$ cat config.mk
export PLATFORM = sky130hd
export DESIGN_NAME = nand_xfer_exec
export DESIGN_NICKNAME = d
export VERILOG_FILES = /design/src/rtl/nand_xfer_pkg.sv /design/src/rtl/nand_xfer_ctrl.sv /design/src/rtl/nand_xfer_dp.sv /design/src/rtl/nand_xfer_exec.sv
export SDC_FILE = /design/constraint.sdc
export NUM_CORES = 1
export LEC_CHECK = 0
export BUFFER_PORTS_ARGS = -buffer_cell sky130_fd_sc_hd__buf_2
export CORE_MARGIN = 4
export CORE_UTILIZATION = 49
export CTS_BUF_LIST = sky130_fd_sc_hd__clkbuf_8
export DETAILED_ROUTE_END_ITERATION = 12
export MAX_ROUTING_LAYER = met4
export PLACE_DENSITY = 0.79
export RECOVER_POWER = 100
export SLEW_MARGIN = 20
export SYNTH_ARGS = -nofsm -noshare
export SYNTH_HDL_FRONTEND = slang
export SYNTH_SLANG_ARGS = --single-unit
$ cat constraint.sdc
create_clock -name clk -period 1.77 [get_ports clk]
set_input_delay 0.0885 -clock clk [delete_from_list [all_inputs] [get_ports clk]]
set_output_delay 0.0885 -clock clk [all_outputs]
set_load 0.05 [all_outputs]
$ cat src/rtl/nand_xfer_pkg.sv
package nand_xfer_pkg;

  localparam logic [2:0] OP_BUF_RD      = 3'd0;
  localparam logic [2:0] OP_BUF_RD_WAIT = 3'd1;
  localparam logic [2:0] OP_STAT_RD     = 3'd2;
  localparam logic [2:0] OP_STAT_RD_WAIT= 3'd3;
  localparam logic [2:0] OP_BUF_WR      = 3'd4;
  localparam logic [2:0] OP_STAT_WR     = 3'd5;

  typedef enum logic [2:0] {
    S_IDLE, S_POLL, S_LO, S_HI, S_FIN
  } xfer_st_e;

  // Strobes from control to datapath
  typedef struct packed {
    logic load;        // accept instruction, latch operands
    logic capture;     // sample flash bus on strobe rise
    logic ramWrite;    // store captured byte into buffer
    logic mbPulse;     // present captured byte on mailbox
    logic advance;     // byte finished, step pointer and count
    logic setTimeout;  // ready poll expired
    logic finish;      // instruction end cycle
  } xfer_ctl_t;

  function automatic logic opValid(input logic [2:0] op);
    return op <= OP_STAT_WR;
  endfunction

  function automatic logic opReads(input logic [2:0] op);
    return op <= OP_STAT_RD_WAIT;
  endfunction

  function automatic logic opWaits(input logic [2:0] op);
    return (op == OP_BUF_RD_WAIT) || (op == OP_STAT_RD_WAIT);
  endfunction

  function automatic logic opStat(input logic [2:0] op);
    return (op == OP_STAT_RD) || (op == OP_STAT_RD_WAIT) || (op == OP_STAT_WR);
  endfunction

endpackage

$ cat src/rtl/nand_xfer_ctrl.sv
module nand_xfer_ctrl
  import nand_xfer_pkg::*;
#(
  parameter int LOW_CYC     = 2,
  parameter int HIGH_CYC    = 2,
  parameter int TIMEOUT_CYC = 1000
) (
  input  logic       clk,
  input  logic       rstN,
  input  logic       cmdValid,
  input  logic [2:0] cmdOp,
  input  logic       fReady,
  input  logic       lastByte,
  output xfer_ctl_t  ctl,
  output logic [2:0] opQ,
  output logic       busy,
  output logic       done,
  output logic       fReN,
  output logic       fWeN,
  output logic       fDataOe
);

  localparam int PH_MAX = (LOW_CYC > HIGH_CYC) ? LOW_CYC : HIGH_CYC;
  localparam int PH_W   = $clog2(PH_MAX + 1);
  localparam int TO_W   = $clog2(TIMEOUT_CYC + 1);
  localparam logic [PH_W-1:0] LO_LAST = PH_W'(LOW_CYC - 1);
  localparam logic [PH_W-1:0] HI_LAST = PH_W'(HIGH_CYC - 1);
  localparam logic [TO_W-1:0] TO_LAST = TO_W'(TIMEOUT_CYC - 1);

  xfer_st_e        st, stN;
  logic [PH_W-1:0] phase;
  logic [TO_W-1:0] pollCnt;
  logic            accept, loEnd, hiEnd, pollEnd, rdOp, statOp;

  assign accept  = (st == S_IDLE) && cmdValid && opValid(cmdOp);
  assign loEnd   = (st == S_LO) && (phase == LO_LAST);
  assign hiEnd   = (st == S_HI) && (phase == HI_LAST);
  assign pollEnd = (st == S_POLL) && !fReady && (pollCnt == TO_LAST);
  assign rdOp    = opReads(opQ);
  assign statOp  = opStat(opQ);

  always_comb begin
    stN = st;
    unique case (st)
      S_IDLE:  if (accept) stN = opWaits(cmdOp) ? S_POLL : S_LO;
      S_POLL:  if (fReady) stN = S_LO;
               else if (pollEnd) stN = S_FIN;
      S_LO:    if (loEnd) stN = S_HI;
      S_HI:    if (hiEnd) stN = lastByte ? S_FIN : S_LO;
      S_FIN:   stN = S_IDLE;
      default: stN = S_IDLE;
    endcase
  end

  always_ff @(posedge clk or negedge rstN) begin
    if (!rstN) begin
      st      <= S_IDLE;
      phase   <= '0;
      pollCnt <= '0;
      opQ     <= OP_BUF_RD;
    end else begin
      st <= stN;
      if (st != stN)
        phase <= '0;
      else if (st == S_LO || st == S_HI)
        phase <= phase + 1'b1;
      if (st == S_POLL)
        pollCnt <= pollCnt + 1'b1;
      else
        pollCnt <= '0;
      if (accept)
        opQ <= cmdOp;
    end
  end

  always_comb begin
    ctl            = '0;
    ctl.load       = accept;
    ctl.capture    = loEnd && rdOp;
    ctl.ramWrite   = (st == S_HI) && (phase == '0) && rdOp && !statOp;
    ctl.mbPulse    = (st == S_HI) && (phase == '0) && rdOp && statOp;
    ctl.advance    = hiEnd;
    ctl.setTimeout = pollEnd;
    ctl.finish     = (st == S_FIN);
  end

  assign busy    = (st != S_IDLE);
  assign done    = (st == S_FIN);
  assign fReN    = !((st == S_LO) && rdOp);
  assign fWeN    = !((st == S_LO) && !rdOp);
  assign fDataOe = ((st == S_LO) || (st == S_HI)) && !rdOp;

endmodule

$ cat src/rtl/nand_xfer_dp.sv
module nand_xfer_dp
  import nand_xfer_pkg::*;
#(
  parameter int PAGE_TOTAL = 528,
  parameter int ADDR_W     = 10,
  parameter int CNT_W      = 12
) (
  input  logic              clk,
  input  logic              rstN,
  input  xfer_ctl_t         ctl,
  input  logic [2:0]        cmdOp,
  input  logic [2:0]        opQ,
  input  logic [CNT_W-1:0]  byteCount,
  input  logic [ADDR_W-1:0] bufPtr,
  input  logic [7:0]        mbOutByte,
  input  logic [7:0]        fDataIn,
  input  logic [7:0]        ramRdata,
  input  logic              eccSingleFix,
  output logic              lastByte,
  output logic [ADDR_W-1:0] ramAddr,
  output logic              ramWe,
  output logic [7:0]        ramWdata,
  output logic [7:0]        fDataOut,
  output logic [7:0]        mbInByte,
  output logic              mbInValid,
  output logic              eccCheck,
  output logic              eccStore,
  output logic              sbcFlag,
  output logic              timeoutFlag
);

  // Pointer is wide enough that start + count never wraps
  localparam int PTR_W = ((ADDR_W > CNT_W) ? ADDR_W : CNT_W) + 1;
  localparam logic [PTR_W-1:0] PTR_END  = PTR_W'(PAGE_TOTAL);
  localparam logic [CNT_W-1:0] CNT_PAGE = CNT_W'(PAGE_TOTAL);

  logic [PTR_W-1:0] ptr;
  logic [CNT_W-1:0] remaining;
  logic [7:0]       rdByte, mbHold;
  logic             fullQ, inRange, cntZero, newStat;

  assign cntZero = (byteCount == '0);
  assign newStat = opStat(cmdOp);
  assign inRange = (ptr < PTR_END);

  always_ff @(posedge clk or negedge rstN) begin
    if (!rstN) begin
      ptr         <= '0;
      remaining   <= '0;
      rdByte      <= '0;
      mbHold      <= '0;
      fullQ       <= 1'b0;
      sbcFlag     <= 1'b0;
      timeoutFlag <= 1'b0;
    end else begin
      if (ctl.load) begin
        mbHold      <= mbOutByte;
        fullQ       <= !newStat && cntZero;
        sbcFlag     <= 1'b0;
        timeoutFlag <= 1'b0;
        if (newStat) begin
          remaining <= CNT_W'(1);
          ptr       <= '0;
        end else if (cntZero) begin
          remaining <= CNT_PAGE;
          ptr       <= '0;
        end else begin
          remaining <= byteCount;
          ptr       <= PTR_W'(bufPtr);
        end
      end else if (ctl.advance) begin
        ptr       <= ptr + 1'b1;
        remaining <= remaining - 1'b1;
      end
      if (ctl.capture)
        rdByte <= fDataIn;
      if (ctl.setTimeout)
        timeoutFlag <= 1'b1;
      if (eccCheck && eccSingleFix)
        sbcFlag <= 1'b1;
    end
  end

  assign lastByte  = (remaining == CNT_W'(1));
  assign ramAddr   = ptr[ADDR_W-1:0];
  assign ramWe     = ctl.ramWrite && inRange;
  assign ramWdata  = rdByte;
  assign mbInByte  = rdByte;
  assign mbInValid = ctl.mbPulse;
  assign fDataOut  = opStat(opQ) ? mbHold : (inRange ? ramRdata : 8'h00);
  assign eccCheck  = ctl.finish && fullQ && opReads(opQ) && !timeoutFlag;
  assign eccStore  = ctl.finish && fullQ && !opReads(opQ);

endmodule

$ cat src/rtl/nand_xfer_exec.sv
module nand_xfer_exec
  import nand_xfer_pkg::*;
#(
  parameter int PAGE_DATA   = 512,
  parameter int PAGE_SPARE  = 16,
  parameter int CNT_W       = 12,
  parameter int LOW_CYC     = 2,
  parameter int HIGH_CYC    = 2,
  parameter int TIMEOUT_CYC = 1000,
  localparam int PAGE_TOTAL = PAGE_DATA + PAGE_SPARE,
  localparam int ADDR_W     = $clog2(PAGE_TOTAL)
) (
  input  logic              clk,
  input  logic              rstN,
  input  logic              cmdValid,
  input  logic [2:0]        cmdOp,
  input  logic [CNT_W-1:0]  byteCount,
  input  logic [ADDR_W-1:0] bufPtr,
  input  logic [7:0]        mbOutByte,
  output logic [7:0]        mbInByte,
  output logic              mbInValid,
  output logic              busy,
  output logic              done,
  output logic              timeoutFlag,
  output logic              eccCheck,
  output logic              eccStore,
  input  logic              eccSingleFix,
  output logic              sbcFlag,
  output logic              fReN,
  output logic              fWeN,
  output logic              fCle,
  output logic              fAle,
  output logic [7:0]        fDataOut,
  output logic              fDataOe,
  input  logic [7:0]        fDataIn,
  input  logic              fReady,
  output logic [ADDR_W-1:0] ramAddr,
  output logic              ramWe,
  output logic [7:0]        ramWdata,
  input  logic [7:0]        ramRdata
);

  xfer_ctl_t  ctl;
  logic [2:0] opQ;
  logic       lastByte;

  nand_xfer_ctrl #(
    .LOW_CYC(LOW_CYC), .HIGH_CYC(HIGH_CYC), .TIMEOUT_CYC(TIMEOUT_CYC)
  ) u_ctrl (
    .clk(clk), .rstN(rstN), .cmdValid(cmdValid), .cmdOp(cmdOp),
    .fReady(fReady), .lastByte(lastByte), .ctl(ctl), .opQ(opQ),
    .busy(busy), .done(done), .fReN(fReN), .fWeN(fWeN), .fDataOe(fDataOe)
  );

  nand_xfer_dp #(
    .PAGE_TOTAL(PAGE_TOTAL), .ADDR_W(ADDR_W), .CNT_W(CNT_W)
  ) u_dp (
    .clk(clk), .rstN(rstN), .ctl(ctl), .cmdOp(cmdOp), .opQ(opQ),
    .byteCount(byteCount), .bufPtr(bufPtr), .mbOutByte(mbOutByte),
    .fDataIn(fDataIn), .ramRdata(ramRdata), .eccSingleFix(eccSingleFix),
    .lastByte(lastByte), .ramAddr(ramAddr), .ramWe(ramWe),
    .ramWdata(ramWdata), .fDataOut(fDataOut), .mbInByte(mbInByte),
    .mbInValid(mbInValid), .eccCheck(eccCheck), .eccStore(eccStore),
    .sbcFlag(sbcFlag), .timeoutFlag(timeoutFlag)
  );

  // Data-phase instructions never latch commands or addresses
  assign fCle = 1'b0;
  assign fAle = 1'b0;

endmodule

======== Word-level counts from Yosys, hierarchy flattened ========
Cells that the tools add are included.
cells by class
  magnitude comparators ................... 3
  reductions and logical operators ........ 42
  mux-type cells .......................... 24
  equal/unequal tests ..................... 15
  add/subtract/negate cells ............... 4
operators with widths
  cell                   count
  $mux 12                4
  $mux 13                3
  $logic_and 1x1->1      21
  $mux 10                2
  $eq 3x2->1 const B     6
  $mux 3                 6
  $mux 8                 2
  $add 13x1->13 const B  1
  $lt 13x10->1 const B   1
  $eq 12x1->1 const B    1
  $logic_not 12->1       1
  $pmux 3 s4             1
  $sub 12x1->12 const B  1
  $add 10x1->10 const B  1
  $eq 10x10->1 const B   1
  $eq 3x3->1 const B     3
  $reduce_bool 2->1      4
  $logic_not 1->1        7
  $eq 3x1->1 const B     2
  $logic_or 1x1->1       6
  $mux 2                 3
  $le 3x2->1 const B     1
  $le 3x3->1 const B     1
  $logic_not 3->1        1
  other kinds (6)        8
storage, ports and cells
  word-level logic and storage cells ...... 99
  input port bits ......................... 54
  register bits after elaboration ......... 62
  output and inout port bits .............. 47

======== Longest topological paths before layout ========
Gate-level depths: netlist (run 1).
  depth after elaboration ................. 8
  mapped depth ............................ 8
  depth with buffers taken out ............ 7

======== Hierarchy ========
From an unflattened synthesis (run 1), not the netlist that was laid out.
second synthesis, totals
  cells, all modules ...................... 369
  area, all modules ....................... 3601.0 um2
by module, submodules not included
  module          times used  area an instance (um2)  sequential area each (um2)  cells each
  nand_xfer_dp    1           2508.7                  1101.1                      256
  nand_xfer_ctrl  1           1073.5                  450.4                       110
  nand_xfer_exec  1           18.8                    0.0                         3

======== Worst setup path before layout (run 1) ========
No wires, ideal clock.
  path type ............................... register to register
  start point ............................. reg u_ctrl.st[0]
  end point ............................... reg u_dp.sbcFlag
  data required time ...................... 1.697 ns
  slack ................................... -1.722 ns
  path buffers ............................ 2
  stages on the path, launching flop included .. 7
  arrival ................................. 3.419 ns
  clock period less this slack ............ 3.492 ns
  library setup time ...................... 0.073 ns
  cells stage by stage .................... dfrtp_1 > buf_4 > clkbuf_1 > nor3b_1 > nand2_1 > nor3_1 > a22o_1
on the way
  cells in the longest elaborated chain, start to end .. 6
  elaborated cells on any way between the ends .. 10
  classes of those cells .................. eq/ne: 1; mux: 1; reduce/logical: 8
RTL lines
  item                                                line                  text
  start, declared                                     nand_xfer_ctrl.sv:30  xfer_st_e st, stN;
  start signal, assigned                              nand_xfer_ctrl.sv:62  st <= stN;
  $eq 3x3->1 (*)                                      -
  net done                                            nand_xfer_exec.sv:23  output logic done,
  $logic_and 1x1->1 (*) (3 in series)                 nand_xfer_dp.sv:91    assign eccCheck = ctl.finish && fullQ && opReads(opQ) && !timeoutFlag;
  net eccCheck                                        nand_xfer_exec.sv:25  output logic eccCheck,
  $logic_and 1x1->1 (*)                               nand_xfer_dp.sv:79    if (eccCheck && eccSingleFix)
  $mux 1 / $reduce_bool 2->1 (equally long branches)  -
  end signal, assigned                                nand_xfer_dp.sv:53    sbcFlag <= 1'b0;
  end signal, assigned                                nand_xfer_dp.sv:59    sbcFlag <= 1'b0;
  end signal, assigned                                nand_xfer_dp.sv:80    sbcFlag <= 1'b1;
  end, declared                                       nand_xfer_dp.sv:28    output logic sbcFlag,
The timed path passes the listed nets; every way through them passes the cells marked *.
A chain may end at the register's enable or synchronous reset.

======== Final worst setup path (run 1) ========
  start point ............................. reg u_ctrl.opQ[1]
  end point ............................... out ramWe
on the way
  cells in the longest elaborated chain, start to end .. 6
  elaborated cells on any way between the ends .. 10
  classes of those cells .................. order compare: 1; eq/ne: 3; reduce/logical: 6
RTL lines
  item                                                line                  text
  start, declared                                     nand_xfer_ctrl.sv:15  output logic [2:0] opQ,
  start signal, assigned                              nand_xfer_ctrl.sv:72  opQ <= cmdOp;
  branches (longest 4 deep; another with $le 3x2->1)  -
  $logic_and 1x1->1 (*)                               nand_xfer_ctrl.sv:80  ctl.ramWrite = (st == S_HI) && (phase == '0) && rdOp && !statOp;
  $logic_and 1x1->1 (*)                               nand_xfer_dp.sv:86    assign ramWe = ctl.ramWrite && inRange;
  end, declared                                       nand_xfer_exec.sv:38  output logic ramWe,
Every way passes the cells marked *.

==> results of run 1 <==
[synth_stat cells, types with 7 or more instances]
cell | n | area [sq um]
o21ai_0 | 11 | 55.1
mux2_2 | 9 | 101
nand3_1 | 13 | 65.1
nor2_1 | 51 | 191
a21oi_1 | 21 | 105
a22o_1 | 10 | 87.6
inv_1 | 8 | 30.0
xnor2_1 | 8 | 70.1
dfrtp_1 | 62 | 1550
nand2_1 | 53 | 199
nor3_1 | 9 | 45.0
clkbuf_1 | 8 | 30.0
xor2_1 | 7 | 61.3
a22oi_1 | 7 | 52.6
buf_4 | 23 | 173
[how the worst max path moves through the flow]
stage / slack, ps / cells after the start / to
floorplan: -270 / 6 / u_dp.sbcFlag
global placement: -20 / 6 / fDataOut[5]
detailed placement: -60 / 4 / u_ctrl.phase[1]
CTS: -320 / 6 / fDataOut[2]
global route: -390 / 6 / fDataOut[6]
finish: -340 / 5 / ramWe
[layer usage]
layer / wire, um / track usage
met3: 729 / 0.0628
met2: 6220 / 0.420
met1: 4540 / 0.315
met5: 0 / -
met4: 269 / 0.0710
[cell type report]
class,count,area [sq um],area share
clock buffer,11,151,0.0277
clock inverter,5,48.8,0.00892
multi-input combinational,285,2190,0.400
tap,96,120,0.0220
sequential,62,1550,0.284
timing repair buffer,189,1380,0.253
inverter,8,30.0,0.00549
[worst max-delay path, delay by kind of cell, from the launching register on]
kind	cells	cell delay [ps]
muxes	1	200
AOI/OAI and AO/OA	1	190
and+or+nand+nor	2	710
buffers and inverters	1	150
DFF	1	420
[registers in the layout, summed over array words and instances, names as in the netlist]
name,cells
u_dp.ptr,13
u_dp.remaining,12
u_ctrl.pollCnt,10
u_dp.mbHold,8
u_dp.mbInByte,8
u_ctrl.opQ,3
u_ctrl.st,3
u_ctrl.phase,2
u_dp.fullQ,1
u_dp.sbcFlag,1
u_dp.timeoutFlag,1
[power groups by stage]
stage	logic, mW	registers [mW]	clock network, mW
final	5.07	2.33	1.27
after global routing	5.35	2.36	1.36
after CTS	4.72	2.24	1.28
after detailed placement	4.29	2.27	0
after global placement	4.18	2.23	0
after floorplan	2.97	2.54	0
[logic make-up after synthesis]
| logic type | Yosys count |
|---|---|
| DFF | 62 |
| other | 1 |
| muxes | 11 |
| buffers and inverters | 47 |
| xor gates and xnor gates | 15 |
| AOI/OAI and AO/OA | 78 |
| adders and majority gates | 6 |
| and+or+nand+nor | 173 |
[what timing repair did]
item | 4_1_cts | 5_1_grt
pin swaps | 5 | 39
setup buffers | 3 | 11
hold buffers | 24 | 0
endpoints found under the setup margin | 40 | 50
resized for setup | 42 | 89
hold endpoints to repair | 85 | 0
cloned | 0 | 2
==> reports/metrics.yaml, run 1 <==
grt:
  grt_pass1_vias: 3510
  grt_overflow: 0
  grt_use_total: 0.255
  grt_pass1_wl_um: 17300
  antenna_found_initial: 0
  grt_max_degree: 63
clock_network:
  cts-root-buf: "clkbuf_8"
  cts_tree: "built"
  clockBufferDepth: 2
  htreeDepth: 3
  clock-sinks: 62
  cts-buffers-inserted: 9
  clk_pin_slew_ps: 70
  clk_latency_ps: 350
setup_path:
  worstPathCellList: "mux2i_4, or4_4, a21oi_4, and4_2, buf_8"
  required_ps: 1680
  path_class: "reg2out"
  critPathMaxStageDelay_ps: 430
  critical_path_arrival_ps: 2020
  timing.rr.start: "u_ctrl.st[0]"
  end_kind: "output pin"
  rr_endpoint: "u_dp.ptr[9]"
  path_max_fanout: 2
  reg2reg_depth: 7
  crit_start: "u_ctrl.opQ[1]"
  start_kind: "flop"
  r2r_slack_ps: -190
  slowest_stage: "or4_4"
layout:
  fill_cells: 440
  finalNonFillerCells: 656
  syn_to_final_growth_pct: 52.4
  fin_util: 0.788
  fin_area_sq_um: 5470
  most-common-layout-cells: "62 x dfrtp_1, 55 x buf_2, 47 x nor2_1"
  final_common_cell: "dfrtp_1"
  layout-drive-gt1-share: 0.423
  n_antenna_cell: 0
  nets: 615
synthesis:
  avgSynthCellArea_sq_um: 9.13
  yosysSeqAreaShare: 0.432
  ys_warn_count: 0
  ys_types: 58
  synth_top_family_by_area: "simple AND/OR/NAND/NOR gates"
  mappedNetlistArea_sq_um: 3590
  ys_seq_elements: 62
  synth-adder-area-share: 0.0209
  synth-compound-area-share: 0.151
  synth_edf_count: 0
  synthMuxAreaShare: 0.0362
  synth-simple-area-share: 0.245
  synthCells: 393
  synth-xor-area-share: 0.0366
  async_flop_share: 1.00
  ys.flop_type: "dfrtp_1"
drt:
  drtAntennaViolNets: 0
  drc: 0
  wl_um: 11800
  drt_iter0_markers: 277
  avgViaCountPerCell: 5.64
  vias: 3702
  firstDrtPassIters: 5
  wire_per_inst_um: 17.9
floorplanning:
  die_h_um: 93.6
  initial_utilization: 0.517
  core_sq_um: 6940
  die_area_sq_um: 8760
  num_rows: 30
  ioPinCount: 101
  die_w_um: 93.6
placement:
  dp_hpwl_um: 7250
  dp.cells: 600
  post-place-ws_ps: -59.7
  io_buffers: 98
  place_congestion: 0.905
  placed_area_sq_um: 4480
job:
  drv_cap: 0
sta:
  skew_ps: 11.3
  hold_ws_ps: 15.0
  slew_headroom: 0.436
  rsz0062_at_grt: "true"
  tns_ps: -6100
  max_freq_ghz: 0.473
  post-route-min-period_ps: 2110
  setup_slack_ps: -343
  report.final.slew_viol_count: 0
  setup_violations: 39
  hold_viol: 0
  fin_crit_sh: 1.19
  tightest_slew_ps: 846
hold_path:
  whs_path_depth: 3
  min_from: "byteCount[2]"
  hold_path_end: "u_dp.remaining[2]"
  worstHoldPathType: "in2reg"
pwr:
  power.density_nw_per_um2: 1580
  report.power.total_mw: 8.67
  intPower_mw: 4.54
  cellLeakagePower_nw: 2.52
  p_sw_frac: 0.476
  power_frac_comb: 0.585
  switchingPower_mw: 4.12
  clkPwrFrac: 0.146
  seqPwrFrac: 0.269
  max-vdd-ir-drop_mv: 1.17
status:
  violations: "setup timing"
  outcome: "finished with violations"
Power figures use the tool's default switching activity.
==> inputs of run 2 (changes only) <==
--- a/config.mk
+++ b/config.mk
@@ -17,3 +17,4 @@
 export SYNTH_ARGS = -nofsm -noshare
 export SYNTH_HDL_FRONTEND = slang
 export SYNTH_SLANG_ARGS = --single-unit
+export TNS_END_PERCENT = 50
==> run 2 against run 1 <==
Compared with the run above: the flow still finishes with violations (setup timing); cell area down 1.5%; global-route usage decreased by 0.57 points; count of clock-buffer cells in the layout shrank 2; register-to-register slack better by 60 ps; highest routed layer unchanged.
==> reports/metrics.yaml, run 2 (synthesized netlist as in run 1, its figures left out) <==
sta:
  hold_viol: 0  # unchanged
  setup_slack_ps: -331  # was -343 ps
  setup_violations: 45  # was 39
  slew_headroom: 0.428  # was 0.436
  rsz0062_at_grt: "true"  # unchanged
  skew_ps: 12.7  # was 11.3 ps
  report.final.slew_viol_count: 0  # unchanged
  tightest_slew_ps: 858  # was 846 ps
  tns_ps: -4910  # was -6100 ps
  fin_crit_sh: 1.19  # about the same
  post-route-min-period_ps: 2100  # was 2110 ps
  max_freq_ghz: 0.476  # was 0.473 GHz
layout:
  reg_top3: "u_dp.ptr: 13 flops, u_dp.remaining: 12 flops, u_ctrl.pollCnt: 10 flops"  # unchanged
  most-common-layout-cells: "61 x dfrtp_1, 57 x buf_2, 47 x nand2_1, 47 x nor2_1, 41 x buf_4"  # was 62 x dfrtp_1, 55 x buf_2, 47 x nor2_1
  final_common_cell: "dfrtp_1"  # unchanged
  nets: 617  # was 615
  layout-drive-gt1-share: 0.411  # was 0.423
  largest_register: "u_dp.ptr"  # unchanged
  syn_to_final_growth_pct: 50.1  # was 52.4%
  largest_reg_flops: 13  # unchanged
  n_antenna_cell: 0  # unchanged
floorplanning:
  core_sq_um: 6940  # unchanged
  num_rows: 30  # unchanged
  ioPinCount: 101  # unchanged
  initial_utilization: 0.517  # unchanged
  die_area_sq_um: 8760  # unchanged
  die_w_um: 93.6  # unchanged
  die_h_um: 93.6  # unchanged
setup_path:
  path_max_fanout: 8  # was 2
  path_class: "reg2out"  # unchanged
  required_ps: 1680  # about the same
  start_kind: "flop"  # unchanged
  critical_path_arrival_ps: 2010  # was 2020 ps
  end_kind: "output pin"  # unchanged
placement:
  post-place-ws_ps: -74.4  # was -59.7 ps
  dp_hpwl_um: 6970  # was 7250 um
  io_buffers: 98  # unchanged
  place_congestion: 0.884  # was 0.905
grt:
  met1_usage: 0.297  # was 0.315
  grt_pass1_vias: 3577  # was 3510
  top_usage_layer: "met2"  # unchanged
  grt_overflow: 0  # unchanged
  grt_max_degree: 63  # unchanged
  grt_pass1_wl_um: 17000  # was 17300 um
  use_met2: 0.429  # was 0.420
  antenna_found_initial: 0  # unchanged
  grt_use_total: 0.250  # was 0.255
  grt.met3_usage: 0.0354  # was 0.0628
pwr:
  p_sw_frac: 0.489  # was 0.476
  cellLeakagePower_nw: 2.51  # was 2.52 nW
  seqPwrFrac: 0.276  # was 0.269
  power.density_nw_per_um2: 1540  # was 1580 nW/um^2
  switchingPower_mw: 4.05  # was 4.12 mW
  power_frac_comb: 0.581  # was 0.585
  intPower_mw: 4.23  # was 4.54 mW
  report.power.total_mw: 8.28  # was 8.67 mW
  max-vdd-ir-drop_mv: 0.712  # was 1.17 mV
  clkPwrFrac: 0.144  # was 0.146
hold_path:
  worstHoldPathType: "in2reg"  # unchanged
status:
  outcome: "finished with violations"  # unchanged
  violations: "setup timing"  # unchanged
clock_network:
  htreeDepth: 3  # unchanged
  clk_pin_slew_ps: 60  # was 70 ps
  clock-sinks: 62  # unchanged
  cts-buffers-inserted: 9  # unchanged
  cts_tree: "built"  # unchanged
  clk_latency_ps: 350  # about the same
  clockBufferDepth: 2  # unchanged
  cts-root-buf: "clkbuf_8"  # unchanged
drt:
  drtAntennaViolNets: 0  # unchanged
  wl_um: 11700  # was 11800 um
  wire_per_inst_um: 17.8  # was 17.9 um
  vias: 3816  # was 3702
  drc: 0  # unchanged
  avgViaCountPerCell: 5.80  # was 5.64
  firstDrtPassIters: 5  # unchanged
  drt_iter0_markers: 251  # was 277
job:
  drv_cap: 0  # unchanged
run 2: cell count changes in the layout (fill, tap and decap cells not counted), moves of 3 or more:
cell and delta:
buf_6 +10, buf_8 -8, a22o_1 +7, a22o_4 -7, nand2_1 +7, nand2_2 -7
buf_4 -5, o21ai_2 +3, o31ai_1 -3, o31ai_2 +3
run 2: power groups by stage:
stage | logic [mW] | clock network [mW] | registers, mW
2_1_floorplan | 2.75 | 0 | 2.52
3_3_place_gp | 3.85 | 0 | 2.21
3_5_place_dp | 3.94 | 0 | 2.24
4_1_cts | 4.46 | 1.19 | 2.22
5_1_grt | 5.08 | 1.28 | 2.34
6_report | 4.81 | 1.19 | 2.28
run 2: cell type report:
| cell class | count | area [sq um] |
|---|---|---|
| tap | 96 | 120 |
| inverter | 8 | 30.0 |
| timing repair buffer | 191 | 1400 |
| clock buffer | 9 | 124 |
| fill | 453 | 1560 |
| sequential | 62 | 1550 |
| multi-input combinational | 285 | 2100 |
| clock inverter | 7 | 57.6 |
run 2: layer usage:
| metal | vias up | wire (um) | share of wire |
|---|---|---|---|
| li1 | 1704 | - | - |
| met1 | 1830 | 4460 | 0.38 |
| met2 | 233 | 5960 | 0.51 |
| met3 | 49 | 926 | 0.079 |
| met4 | 0 | 383 | 0.033 |
| met5 | - | 0 | 0 |
run 2: path summary, 6_finish.rpt:
path | startpoint | end | slack, ps | cells past startpoint
max in group asynchronous | rstN | u_ctrl.st[1] | 680 | 3
setup / recovery | u_ctrl.opQ[1] | fDataOut[1] | -330 | 6
min in group asynchronous | rstN | u_ctrl.pollCnt[1] | 490 | 3
hold / removal | cmdOp[0] | u_ctrl.opQ[0] | 5 | 3
hold reg to reg | u_dp.mbHold[4] | u_dp.mbHold[4] | 480 | 2
setup reg to reg | u_ctrl.pollCnt[0] | u_ctrl.phase[1] | -130 | 6
run 2: critical path, stage by stage, from the launching register on:
cell and delay [ps]:
dfrtp_1 400, mux2i_2 160, or4_1 430, a21oi_2 200
buf_6 160, a22o_1 160, buf_6 170
run 2: repair_timing:
| item | 4_1_cts | 5_1_grt |
|---|---|---|
| gates cloned | 1 | 2 |
| endpoints found under the setup margin | 30 | 59 |
| endpoints found under the hold margin | 85 | 0 |
| pin swaps | 15 | 31 |
| hold buffers | 24 | 0 |
| buffers inserted | 14 | 8 |
| resized for setup | 54 | 69 |
run 2: through the flow:
step	hold slack, ps	instance area [sq um]	util	instances
floorplan	-207	3640	-	394
global placement	123	4340	0.626	593
detailed placement	123	4340	0.626	593
CTS	3.64	5060	0.729	648
global route	25.3	5390	0.776	658
finish	4.52	5390	0.776	658
